===== src/rtl/i2c_byte_master.sv =====
module i2c_byte_master #(
  parameter int DIV_W = 16
) (
  input  logic       clk,
  input  logic       rst_n,
  input  logic       wr_en,
  input  logic [1:0] wr_addr,
  input  logic [7:0] wr_data,
  input  logic [1:0] rd_addr,
  output logic [7:0] rd_data,
  output logic       irq,
  output logic       scl_drive_low,
  output logic       sda_drive_low,
  input  logic       sda_in
);
  localparam logic [7:0] ST_START  = 8'h08;
  localparam logic [7:0] ST_RSTART = 8'h10;
  localparam logic [7:0] ST_AW_ACK = 8'h18;
  localparam logic [7:0] ST_AW_NAK = 8'h20;
  localparam logic [7:0] ST_TX_ACK = 8'h28;
  localparam logic [7:0] ST_TX_NAK = 8'h30;
  localparam logic [7:0] ST_AR_ACK = 8'h40;
  localparam logic [7:0] ST_AR_NAK = 8'h48;
  localparam logic [7:0] ST_RX_ACK = 8'h50;
  localparam logic [7:0] ST_RX_NAK = 8'h58;
  localparam logic [7:0] ST_IDLE   = 8'hF8;

  typedef enum logic [2:0] {S_IDLE, S_STA, S_XFER, S_HOLD, S_STO} st_t;

  st_t              state;
  logic             c_en, c_sta, c_sto, c_flg, c_ack;
  logic [7:0]       data_q, stat_q, sh;
  logic [3:0]       baud_m;
  logic [2:0]       baud_n;
  logic [1:0]       ph;
  logic [3:0]       bitc;
  logic             txm, addr_ph, rd_mode, got_ack, owned;
  logic [DIV_W-1:0] div_cnt, m_ext, quarter_len;
  logic             tick, soft_rst;

  assign m_ext       = DIV_W'(baud_m) + DIV_W'(1);
  assign quarter_len = (m_ext * DIV_W'(5)) << baud_n;
  assign tick        = (div_cnt == quarter_len - DIV_W'(1));
  assign soft_rst    = wr_en && (wr_addr == 2'd3);
  assign irq         = c_flg;

  always_comb begin
    case (rd_addr)
      2'd0:    rd_data = data_q;
      2'd1:    rd_data = {3'b000, c_ack, c_flg, c_sto, c_sta, c_en};
      2'd2:    rd_data = stat_q;
      default: rd_data = {1'b0, baud_m, baud_n};
    endcase
  end

  always_ff @(posedge clk or negedge rst_n) begin
    if (!rst_n) begin
      state <= S_IDLE;
      {c_en, c_sta, c_sto, c_flg, c_ack} <= '0;
      data_q <= '0;
      stat_q <= ST_IDLE;
      sh <= '0;
      baud_m <= '0;
      baud_n <= '0;
      ph <= '0;
      bitc <= '0;
      {txm, addr_ph, rd_mode, got_ack, owned} <= '0;
      div_cnt <= '0;
      scl_drive_low <= 1'b0;
      sda_drive_low <= 1'b0;
    end else begin
      if (wr_en) begin
        case (wr_addr)
          2'd0: data_q <= wr_data;
          2'd1: begin
            c_en  <= wr_data[0];
            c_sta <= wr_data[1];
            c_sto <= wr_data[2];
            c_flg <= c_flg & wr_data[3];
            c_ack <= wr_data[4];
          end
          2'd2: begin
            baud_n <= wr_data[2:0];
            baud_m <= wr_data[6:3];
          end
          default: ;
        endcase
      end

      if (soft_rst) begin
        state <= S_IDLE;
        {c_en, c_sta, c_sto, c_flg, c_ack} <= '0;
        stat_q <= ST_IDLE;
        owned <= 1'b0;
        div_cnt <= '0;
        ph <= '0;
        scl_drive_low <= 1'b0;
        sda_drive_low <= 1'b0;
      end else begin
        case (state)
          S_IDLE: begin
            div_cnt <= '0;
            ph <= '0;
            if (c_en && c_sta) state <= S_STA;
          end
          S_HOLD: begin
            div_cnt <= '0;
            ph <= '0;
            if (!c_flg) begin
              if (c_sta)      state <= S_STA;
              else if (c_sto) state <= S_STO;
              else begin
                state <= S_XFER;
                bitc  <= '0;
                sh    <= data_q;
                txm   <= addr_ph || !rd_mode;
                if (addr_ph) rd_mode <= data_q[0];
              end
            end
          end
          default: begin
            if (!tick) begin
              div_cnt <= div_cnt + DIV_W'(1);
            end else begin
              div_cnt <= '0;
              ph <= ph + 2'd1;
              case (state)
                S_STA: begin
                  case (ph)
                    2'd0: sda_drive_low <= 1'b0;
                    2'd1: scl_drive_low <= 1'b0;
                    2'd2: sda_drive_low <= 1'b1;
                    default: begin
                      scl_drive_low <= 1'b1;
                      c_sta   <= 1'b0;
                      c_flg   <= 1'b1;
                      stat_q  <= owned ? ST_RSTART : ST_START;
                      owned   <= 1'b1;
                      addr_ph <= 1'b1;
                      state   <= S_HOLD;
                    end
                  endcase
                end
                S_XFER: begin
                  case (ph)
                    2'd0: begin
                      if (bitc == 4'd8) sda_drive_low <= txm ? 1'b0 : c_ack;
                      else              sda_drive_low <= txm ? ~sh[7] : 1'b0;
                    end
                    2'd1: scl_drive_low <= 1'b0;
                    2'd2: begin
                      if (bitc == 4'd8) got_ack <= ~sda_in;
                      else              sh <= {sh[6:0], sda_in};
                    end
                    default: begin
                      scl_drive_low <= 1'b1;
                      if (bitc != 4'd8) begin
                        bitc <= bitc + 4'd1;
                      end else begin
                        c_flg   <= 1'b1;
                        state   <= S_HOLD;
                        addr_ph <= 1'b0;
                        if (!txm) data_q <= sh;
                        if (addr_ph)
                          stat_q <= got_ack ? (rd_mode ? ST_AR_ACK : ST_AW_ACK)
                                            : (rd_mode ? ST_AR_NAK : ST_AW_NAK);
                        else if (txm)
                          stat_q <= got_ack ? ST_TX_ACK : ST_TX_NAK;
                        else
                          stat_q <= c_ack ? ST_RX_ACK : ST_RX_NAK;
                      end
                    end
                  endcase
                end
                default: begin
                  case (ph)
                    2'd0: sda_drive_low <= 1'b1;
                    2'd1: scl_drive_low <= 1'b0;
                    2'd2: sda_drive_low <= 1'b0;
                    default: begin
                      state  <= S_IDLE;
                      c_sto  <= 1'b0;
                      c_flg  <= 1'b0;
                      stat_q <= ST_IDLE;
                      owned  <= 1'b0;
                    end
                  endcase
                end
              endcase
            end
          end
        endcase
      end
    end
  end
endmodule



===== config.mk =====
export PLATFORM = sky130hd
export DESIGN_NAME = i2c_byte_master
export DESIGN_NICKNAME = d
export VERILOG_FILES = /design/src/rtl/i2c_byte_master.sv
export SDC_FILE = /design/constraint.sdc
export NUM_CORES = 1
export LEC_CHECK = 0
export BUFFER_PORTS_ARGS = -buffer_cell sky130_fd_sc_hd__buf_2
export CAP_MARGIN = 20
export CORE_ASPECT_RATIO = 0.5
export CORE_MARGIN = 3
export CORE_UTILIZATION = 56
export CTS_CLUSTER_DIAMETER = 100
export CTS_CLUSTER_SIZE = 28
export DETAILED_ROUTE_END_ITERATION = 10
export PLACE_DENSITY = 0.77
export SYNTH_ARGS = -nofsm -noshare
export SYNTH_HDL_FRONTEND = slang
export SYNTH_SLANG_ARGS = --single-unit

===== constraint.sdc =====
create_clock -name clk -period 5.2 [get_ports clk]
set_input_delay 0.52 -clock clk [delete_from_list [all_inputs] [get_ports clk]]
set_output_delay 0.52 -clock clk [all_outputs]
set_load 0.02 [all_outputs]

* After elaboration in Yosys (flattened, before gate mapping) *
Cells that the tools add are included.

word-level totals
  bits in registers = 68
  bits of input ports = 16
  output and inout port bits = 11
  logic and storage cells = 220

cells by class
  add/subtract/negate cells = 5
  $mul = 1
  equal/unequal tests = 31
  shift-type cells = 1
  multiplexer cells = 115
  bitwise operators = 9
  reduce and logical (&&, ||, !) cells = 37

operator list
  cell                                                                   number
  8-bit two-way mux                                                      23
  1-bit two-way mux                                                      48
  16-bit two-way mux                                                     3
  7-bit two-way mux                                                      5
  4-bit two-way mux                                                      8
  8-bit case mux with 2 select lines                                     2
  3-bit two-way mux                                                      10
  8-bit case mux with 3 select lines                                     1
  9-bit AND reduction                                                    2
  16-bit by 1-bit adder with 16-bit output (second input constant)       1
  16-bit == test                                                         1
  4-bit AND reduction                                                    4
  2-bit nonzero test                                                     8
  8-bit by 3-bit << shifter with 16-bit output                           1
  16-bit by 1-bit subtractor with 16-bit output (second input constant)  1
  2-bit != test (second input constant)                                  7
  1-bit case mux with 2 select lines                                     7
  3-bit != test (second input constant)                                  4
  3-bit case mux with 2 select lines                                     2
  6-bit AND reduction                                                    2
  5-bit two-way mux                                                      2
  5-bit AND reduction                                                    2
  3-bit nonzero test                                                     3
  2-bit == test (second input constant)                                  4
  27 further kinds                                                       48

* Depth between registers and ports, before layout *
Gate-level depths: netlist (run 1).

  depth in word-level cells = 10
  gate-level depth with buffers = 18
  gate-level depth less buffers = 15

* Worst setup path after synthesis (run 1) *
OpenSTA, ideal clock, no wires.

  path type = register -> register
  start = register baud_m[0]
  end = register sda_drive_low
  library setup time = 0.078 ns
  arrival time = 5.080 ns
  data required time = 5.122 ns
  slack = 0.042 ns
  cell stages (with the launch flop) = 18
  path buffers = 2
  clock period less this slack = 5.158 ns
  path through = dfrtp_1 -> clkbuf_1 -> nand3_1 -> xnor2_1 -> ha_1 -> ha_1 -> fa_1 -> xnor2_1 -> a21boi_1 -> a211oi_4 -> nand4_4 -> a2111o_1 -> a22o_1 -> or4_4 -> or3_1 -> buf_2 -> or4_1 -> a21oi_1

between the ends
  longest elaborated chain between the ends = 7

ends and longest elaborated chain
  item                                           RTL line  RTL
  start: declaration                             33        logic [3:0] baud_m;
  start signal: assignment                       84        baud_m <= wr_data[6:3];
  4-bit by 1-bit adder with 5-bit output         41        assign m_ext = DIV_W'(baud_m) + DIV_W'(1);
  5-bit by 3-bit multiplier with 8-bit output    42        assign quarter_len = (m_ext * DIV_W'(5)) << baud_n;
  8-bit by 3-bit << shifter with 16-bit output   42
  16-bit by 1-bit subtractor with 16-bit output  43        assign tick = (div_cnt == quarter_len - DIV_W'(1));
  16-bit == test                                 43
  2-bit nonzero test (no source line)            n/a
  4-bit AND reduction (no source line)           n/a
  end signal: assignment                         147       if (bitc == 4'd8) sda_drive_low <= txm ? 1'b0 : c_ack;
  end signal: assignment                         148       else sda_drive_low <= txm ? ~sh[7] : 1'b0;
  end: declaration                               13        output logic sda_drive_low,

Every way passes these cells.
A chain may end at the register's enable or synchronous reset.

* Worst setup path after layout (run 1) *
Same ends and word-level chain as after synthesis.

==> impl_metrics.env, run 1 <==
export IMPL_hold_buffers=0
export IMPL_skew_ns=0.006681
export IMPL_dr_pass1_iters=5
export IMPL_synth_yosys_seq_area_share_pct=32.67
export IMPL_start_util_pct=60.10
export IMPL_clockBufferDepth=2
export IMPL_h_tree_depth=3
export IMPL_grt_pass1_vias=4233
export IMPL_path_common_cell="ha_1"
export IMPL_critPathMaxStageDelay_ns=0.57
export IMPL_status="completed"
export IMPL_ys_warn_count=0
export IMPL_synth_top_area_cell="dfrtp_1"
export IMPL_cts_root_buf="clkbuf_16"
export IMPL_wirelength_um=12620
export IMPL_crit_chain="nand3_1, xnor2_2, ha_1, ha_1, fa_2, nand2b_1, o21ai_1, mux4_2, xor2_1, or3_1, a22o_1, or4_4, or3_4, or4_1, a21oi_1"
export IMPL_crit_type="flop to flop"
export IMPL_max_freq_mhz=199.5
export IMPL_worstSkewPairLatency_ns=0.33
export IMPL_synth_nets=594
export IMPL_boundaryPins=27
export IMPL_synth_top_area_share_pct=30.04
export IMPL_dpl_hpwl_um=8937
export IMPL_synth_async_sr_flop_share_pct=100.0
export IMPL_synth_area_leaders="dfrtp_1 30%, mux2_2 6.1%, nor2_1 4.1%"
export IMPL_worst_hold_path_type="primary input to asynchronous set/reset pin"
export IMPL_vias=4437
export IMPL_syn_to_final_growth_pct=14.12
export IMPL_drive_gt1_share_pct=20.94
export IMPL_period_share_pct=96.41
export IMPL_crit_required_ns=5.45
export IMPL_crit_path_end_kind="flop"
export IMPL_clk_pin_slew_worst_paths_ns=0.05
export IMPL_slew_viol_final=0
export IMPL_slowest_stage="fa_2"
export IMPL_finalPower_w=0.002262
export IMPL_most_common_layout_cells="59 x dfrtp_1, 55 x nor2_1, 31 x nand2_1"
export IMPL_syn_area_mm2=0.004999
export IMPL_overflow=0
export IMPL_ys_ff_latch=65
export IMPL_ys_types=71
export IMPL_drc=0
export IMPL_rows=23
export IMPL_cap_violations=0
export IMPL_grt_pass1_wl_um=20780
export IMPL_n_antenna_cell=0
export IMPL_placed_cell_area_mm2=0.005304
export IMPL_crit_fanout=5
export IMPL_crit_family="simple AND/OR/NAND/NOR gates"
export IMPL_ir_worst_vdd_mv=0.1666
export IMPL_syn_mean_instance_area_um2=8.910
export IMPL_finalSetupTns_ns=0
export IMPL_rrSetupSlack_ns=0.19
export IMPL_maxSlewHeadroom_pct=44.08
export IMPL_cts_tree="yes"
export IMPL_hold_viol_final=0
export IMPL_powerDensity_mw_per_mm2=396.5
export IMPL_antenna_found_initial=0
export IMPL_final_antenna_net_count=0
export IMPL_p_leak_nw=2.398
export IMPL_crit_path_start_kind="flop"
export IMPL_synth_edf_count=0
export IMPL_fin_crit_ns=5.014
export IMPL_grt_usage_pct=25.23
export IMPL_die_x_um=139.6
export IMPL_worstPathArrival_ns=5.27
export IMPL_ys_dominant_reg_cell="dfrtp_1"
export IMPL_core_mm2=0.008317
export IMPL_port_buffers=26
export IMPL_grt_start_max_net_pins=66
export IMPL_synthCells=561
export IMPL_tightest_slew_ns=0.8388
export IMPL_clkSinkCount=65
export IMPL_path_buf_inv=0
export IMPL_routedWlPerCell_um=17.79
export IMPL_post_place_ws_ns=0.05930
export IMPL_setup_viol=0
export IMPL_routabilityCongestion=0.9291
export IMPL_nets=625
export IMPL_fin_area_mm2=0.005704
export IMPL_die_area_mm2=0.01016
export IMPL_fin_util_pct=68.59
export IMPL_layout_setup_ws_ns=0.1864
export IMPL_numCtsBuffers=9
export IMPL_die_h_um=72.81
export IMPL_routed_via_density=6.258
export IMPL_drt_initial_drc_count=419
export IMPL_final_common_cell="dfrtp_1"
## power breakdown
part	internal, W	switching [W]	leakage, nW
sequential	0.000538	0.0000673	0.832
clock	0.000444	0.000223	0.162
combinational	0.000433	0.000556	1.40
## stage by stage
stage	hold WS, ns	cells
after floorplan	0.2244	561
after global placement	0.5173	691
after detailed placement	0.5201	691
after CTS	0.4001	707
after global routing	0.4247	709
final	0.3637	709
## worst register-to-register path: stages (launching register included)
cell	delay (ns)
dfrtp_2	0.42
nand3_1	0.15
xnor2_2	0.17
ha_1	0.29
ha_1	0.21
fa_2	0.57
nand2b_1	0.14
o21ai_1	0.11
mux4_2	0.52
xor2_1	0.16
or3_1	0.32
a22o_1	0.24
or4_4	0.55
or3_4	0.43
or4_1	0.51
a21oi_1	0.15
## state kept, by name, summed over array words and instances, names as in the netlist, 2 cells and up
signal,cells
baud_m,4
ph,2
sh,8
div_cnt,16
state,3
stat_q,5
data_q,8
bitc,4
baud_n,3
## cell type report
| class | count | area [um2] |
|---|---|---|
| well taps | 112 | 140.1 |
| clock buffers | 11 | 252.7 |
| multi-input cells | 446 | 3207 |
| flip-flops and latches | 65 | 1634 |
| repair buffers | 51 | 321.6 |
| inverters | 19 | 71.32 |
| clock inverters | 5 | 77.57 |
| fillers | 631 | 2613 |
## Yosys cell counts (3+ instances only)
| cell type | n |
|---|---|
| nor3b_1 | 5 |
| ha_1 | 16 |
| nand3_1 | 21 |
| a21oi_1 | 27 |
| and2_1 | 8 |
| inv_1 | 19 |
| o22ai_1 | 12 |
| o31ai_1 | 5 |
| xnor2_1 | 20 |
| a22o_1 | 4 |
| a31oi_1 | 7 |
| mux2i_1 | 13 |
| clkbuf_1 | 17 |
| buf_2 | 8 |
| a2bb2oi_1 | 10 |
| o211ai_1 | 6 |
| nand2b_1 | 20 |
| nand4_1 | 9 |
| mux2_2 | 27 |
| or3_1 | 7 |
| buf_1 | 4 |
| nand2_1 | 32 |
| o21ai_0 | 28 |
| nor2_1 | 55 |
| a211oi_1 | 6 |
| o21a_1 | 5 |
| and3_1 | 10 |
| dfrtp_1 | 60 |
| dfstp_2 | 5 |
| a2111o_1 | 3 |
| nor2b_1 | 7 |
| xor2_1 | 17 |
| mux4_2 | 4 |
| nor3_1 | 15 |
| nor4_1 | 4 |
## cell families (layout without fill, tap and decap cells)
| kind of cell | Yosys count | after routing | synth area share (%) |
|---|---|---|---|
| simple gates | 210 | 210 | 22.33 |
| mux | 44 | 44 | 10.49 |
| compound gates | 138 | 138 | 19.45 |
| buf+inv | 50 | 86 | 4.180 |
| xor+xnor | 37 | 37 | 6.483 |
| flops | 65 | 65 | 32.67 |
| fa+ha+maj | 17 | 17 | 4.405 |
## timing repair
item / in CTS / in global routing
resized for setup: 1 / 10
endpoints found under the hold margin: 0 / 0
pin swaps: 0 / 3
buffers inserted: 0 / 2
endpoints found under the setup margin: 1 / 49
cloned: 0 / 0
## final timing paths
kind / startpoint / to / cells past startpoint
max in group asynchronous: rst_n / baud_m[0] / 2
hold reg to reg: sh[6] / data_q[6] / 1
setup reg to reg: baud_m[0] / sda_drive_low / 15
min in group clk: sda_in / got_ack / 2
hold / removal: rst_n / state[1] / 2
setup / recovery: baud_m[0] / sda_drive_low / 15
## routing by layer
metal  up-vias  global-route usage [%]  share of wire [%]
met5         -                       0                  0
li1       2116                       -                  -
met4         0                   6.552                1.3
met3        21                   4.843                5.0
met1      2157                   34.05                 45
met2       143                   42.67                 48
Note: power is estimated with default switching activity, not from simulation.
==> run 2, diff against run 1 <==
==> constraint.sdc (replaced) <==
create_clock -name clk -period 4.35 [get_ports clk]
set_input_delay 0.435 -clock clk [delete_from_list [all_inputs] [get_ports clk]]
set_output_delay 0.435 -clock clk [all_outputs]
set_load 0.02 [all_outputs]
==> run 2 against run 1 <==
Against the previous run: the flow now finishes with violations (setup timing); routed wire length grew 34%; first-iteration DRC count is 41% higher; die area unchanged; cell area increased by 16%; sequential power grew 21%; flip-flop and latch count did not move; power increased by 47%; maximum frequency rose by 0.43%; clock-buffer cell count decreased by 1.
==> impl_metrics.env, run 2 (synthesis results as in run 1) <==
export IMPL_status="finished with violations"
export IMPL_violations="setup timing"
export IMPL_rows=23
export IMPL_finalPower_w=0.003334
export IMPL_fin_area_mm2=0.006618
export IMPL_grt_usage_pct=30.79
export IMPL_clk_pin_slew_worst_paths_ns=0.06
export IMPL_route_met2_wl_um=7840
export IMPL_slew_viol_final=0
export IMPL_dpl_hpwl_um=9450
export IMPL_crit_required_ns=4.54
export IMPL_drive_gt1_share_pct=35.67
export IMPL_crit_fanout=7
export IMPL_wl_met3_um=1727
export IMPL_setup_viol=54
export IMPL_n_antenna_cell=0
export IMPL_syn_to_final_growth_pct=32.39
export IMPL_layout_setup_ws_ns=-0.6421
export IMPL_core_mm2=0.008317
export IMPL_fin_crit_ns=4.992
export IMPL_antenna_found_initial=0
export IMPL_boundaryPins=27
export IMPL_most_common_layout_cells="65 x buf_4, 58 x dfrtp_1, 55 x nor2_1, 30 x nand2_1, 27 x buf_2"
export IMPL_die_area_mm2=0.01016
export IMPL_powerDensity_mw_per_mm2=503.9
export IMPL_worst_hold_path_type="primary input to asynchronous set/reset pin"
export IMPL_overflow=0
export IMPL_grt_pass1_wl_um=24940
export IMPL_worstSkewPairLatency_ns=0.34
export IMPL_final_cells=768
export IMPL_worstPathArrival_ns=5.18
export IMPL_grt_pass1_vias=4935
export IMPL_p_leak_nw=2.793
export IMPL_die_h_um=72.81
export IMPL_clkSinkCount=65
export IMPL_dr_pass1_iters=6
export IMPL_rsz0062_at_grt="true"
export IMPL_skew_ns=0.009683
export IMPL_drc=0
export IMPL_crit_path_end_kind="flop"
export IMPL_maxSlewHeadroom_pct=44.04
export IMPL_nets=685
export IMPL_cap_violations=0
export IMPL_final_antenna_net_count=0
export IMPL_top_layer="met4"
export IMPL_cts_root_buf="clkbuf_16"
export IMPL_routabilityCongestion=0.9092
export IMPL_start_util_pct=60.10
export IMPL_drt_initial_drc_count=591
export IMPL_routed_via_density=6.878
export IMPL_tightest_slew_ns=0.8318
export IMPL_crit_type="flop to flop"
export IMPL_dp_cells=731
export IMPL_m1WireLength_um=6552
export IMPL_clockBufferDepth=2
export IMPL_h_tree_depth=3
export IMPL_ir_worst_vdd_mv=0.2468
export IMPL_crit_path_start_kind="flop"
export IMPL_largest_reg_flops=16
export IMPL_largest_register="div_cnt"
export IMPL_numCtsBuffers=9
export IMPL_reg_top3="div_cnt (16), data_q (8), sh (8)"
export IMPL_hold_viol_final=0
export IMPL_cts_tree="yes"
export IMPL_period_share_pct=114.8
export IMPL_max_freq_mhz=200.3
export IMPL_placed_cell_area_mm2=0.005699
export IMPL_routedWlPerCell_um=22.07
export IMPL_port_buffers=26
export IMPL_die_x_um=139.6
export IMPL_vias=5282
export IMPL_final_common_cell="buf_4"
export IMPL_wirelength_um=16950
export IMPL_grt_start_max_net_pins=37
## run 2: changes by cell type in the layout (fill, tap and decap cells not counted), moves of 6 or more
| cell | change |
|---|---|
| buf_4 | +41 |
| buf_6 | +13 |
| a2bb2oi_1 | -7 |
| a2bb2oi_2 | +7 |
| a21oi_1 | -6 |
| o21ai_0 | -6 |
## run 2: routing by layer
layer  vias to the layer above  global-route usage, %
met5                         -                      0
met2                       411                  50.91
met3                       106                  7.788
met1                      2522                  39.74
met4                         0                  11.92
li1                       2243                      -
## run 2: repair_timing
item / 4_1_cts / 5_1_grt
hold endpoints to repair: 0 / 0
setup endpoints to repair: 54 / 54
hold buffers: 0 / 0
gates resized for setup: 53 / 31
buffers inserted: 16 / 6
pin swaps: 24 / 23
gates cloned: 0 / 0
## run 2: final timing paths
path / start / to / slack [ns] / cells after the start
max in group asynchronous: rst_n / stat_q[3] / 3.19 / 2
min in group clk: wr_data[6] / baud_m[3] / 0.35 / 2
worst min register to register: sh[4] / sh[4] / 0.54 / 1
worst min-delay path: rst_n / data_q[2] / 0.16 / 1
worst max register to register: baud_m[0] / scl_drive_low / -0.64 / 21
worst max-delay path: baud_m[0] / scl_drive_low / -0.64 / 21
## run 2: stage by stage
stage | setup WS (ns) | util [%] | hold WS, ns | TNS, ns
6_report | -0.6421 | 79.57 | 0.1643 | -26.87
5_1_grt | -0.6887 | 79.57 | 0.2057 | -32.11
4_1_cts | -0.4457 | 76.77 | 0.1767 | -17.64
3_5_place_dp | -0.6615 | 68.53 | 0.5155 | -25.72
3_3_place_gp | -0.4580 | 68.47 | 0.5083 | -17.62
2_1_floorplan | -0.2912 | - | 0.1394 | -8.374
## run 2: worst max-delay path, stage by stage, from the launching register on
cell	delay, ns
dfrtp_2	0.45
ha_4	0.20
xor2_4	0.20
ha_4	0.17
ha_4	0.15
fa_2	0.48
buf_6	0.14
mux2i_2	0.16
a22oi_2	0.08
buf_4	0.16
a22oi_2	0.29
buf_4	0.21
buf_6	0.10
xnor2_1	0.17
and3_1	0.21
o211ai_1	0.10
or4_4	0.52
or3_4	0.37
buf_6	0.14
buf_8	0.13
o211ai_1	0.28
o31ai_2	0.13
## run 2: power by group
part	switching, W	total [W]	internal (W)	leakage (nW)
combinational	0.000949	0.00184	0.000889	1.81
sequential	0.0000904	0.000734	0.000644	0.831
clock	0.000265	0.000763	0.000498	0.149
total	0.00130	0.00333	0.00203	2.79
## run 2: final cells by class
type / instances / area, um2
Clock buffer: 10 / 229.0
Clock inverter: 5 / 81.33
Fill cell: 447 / 1699
Inverter: 19 / 71.32
Multi-Input combinational cell: 446 / 3585
Sequential cell: 65 / 1635
Tap cell: 112 / 140.1
Timing Repair Buffer: 111 / 875.8
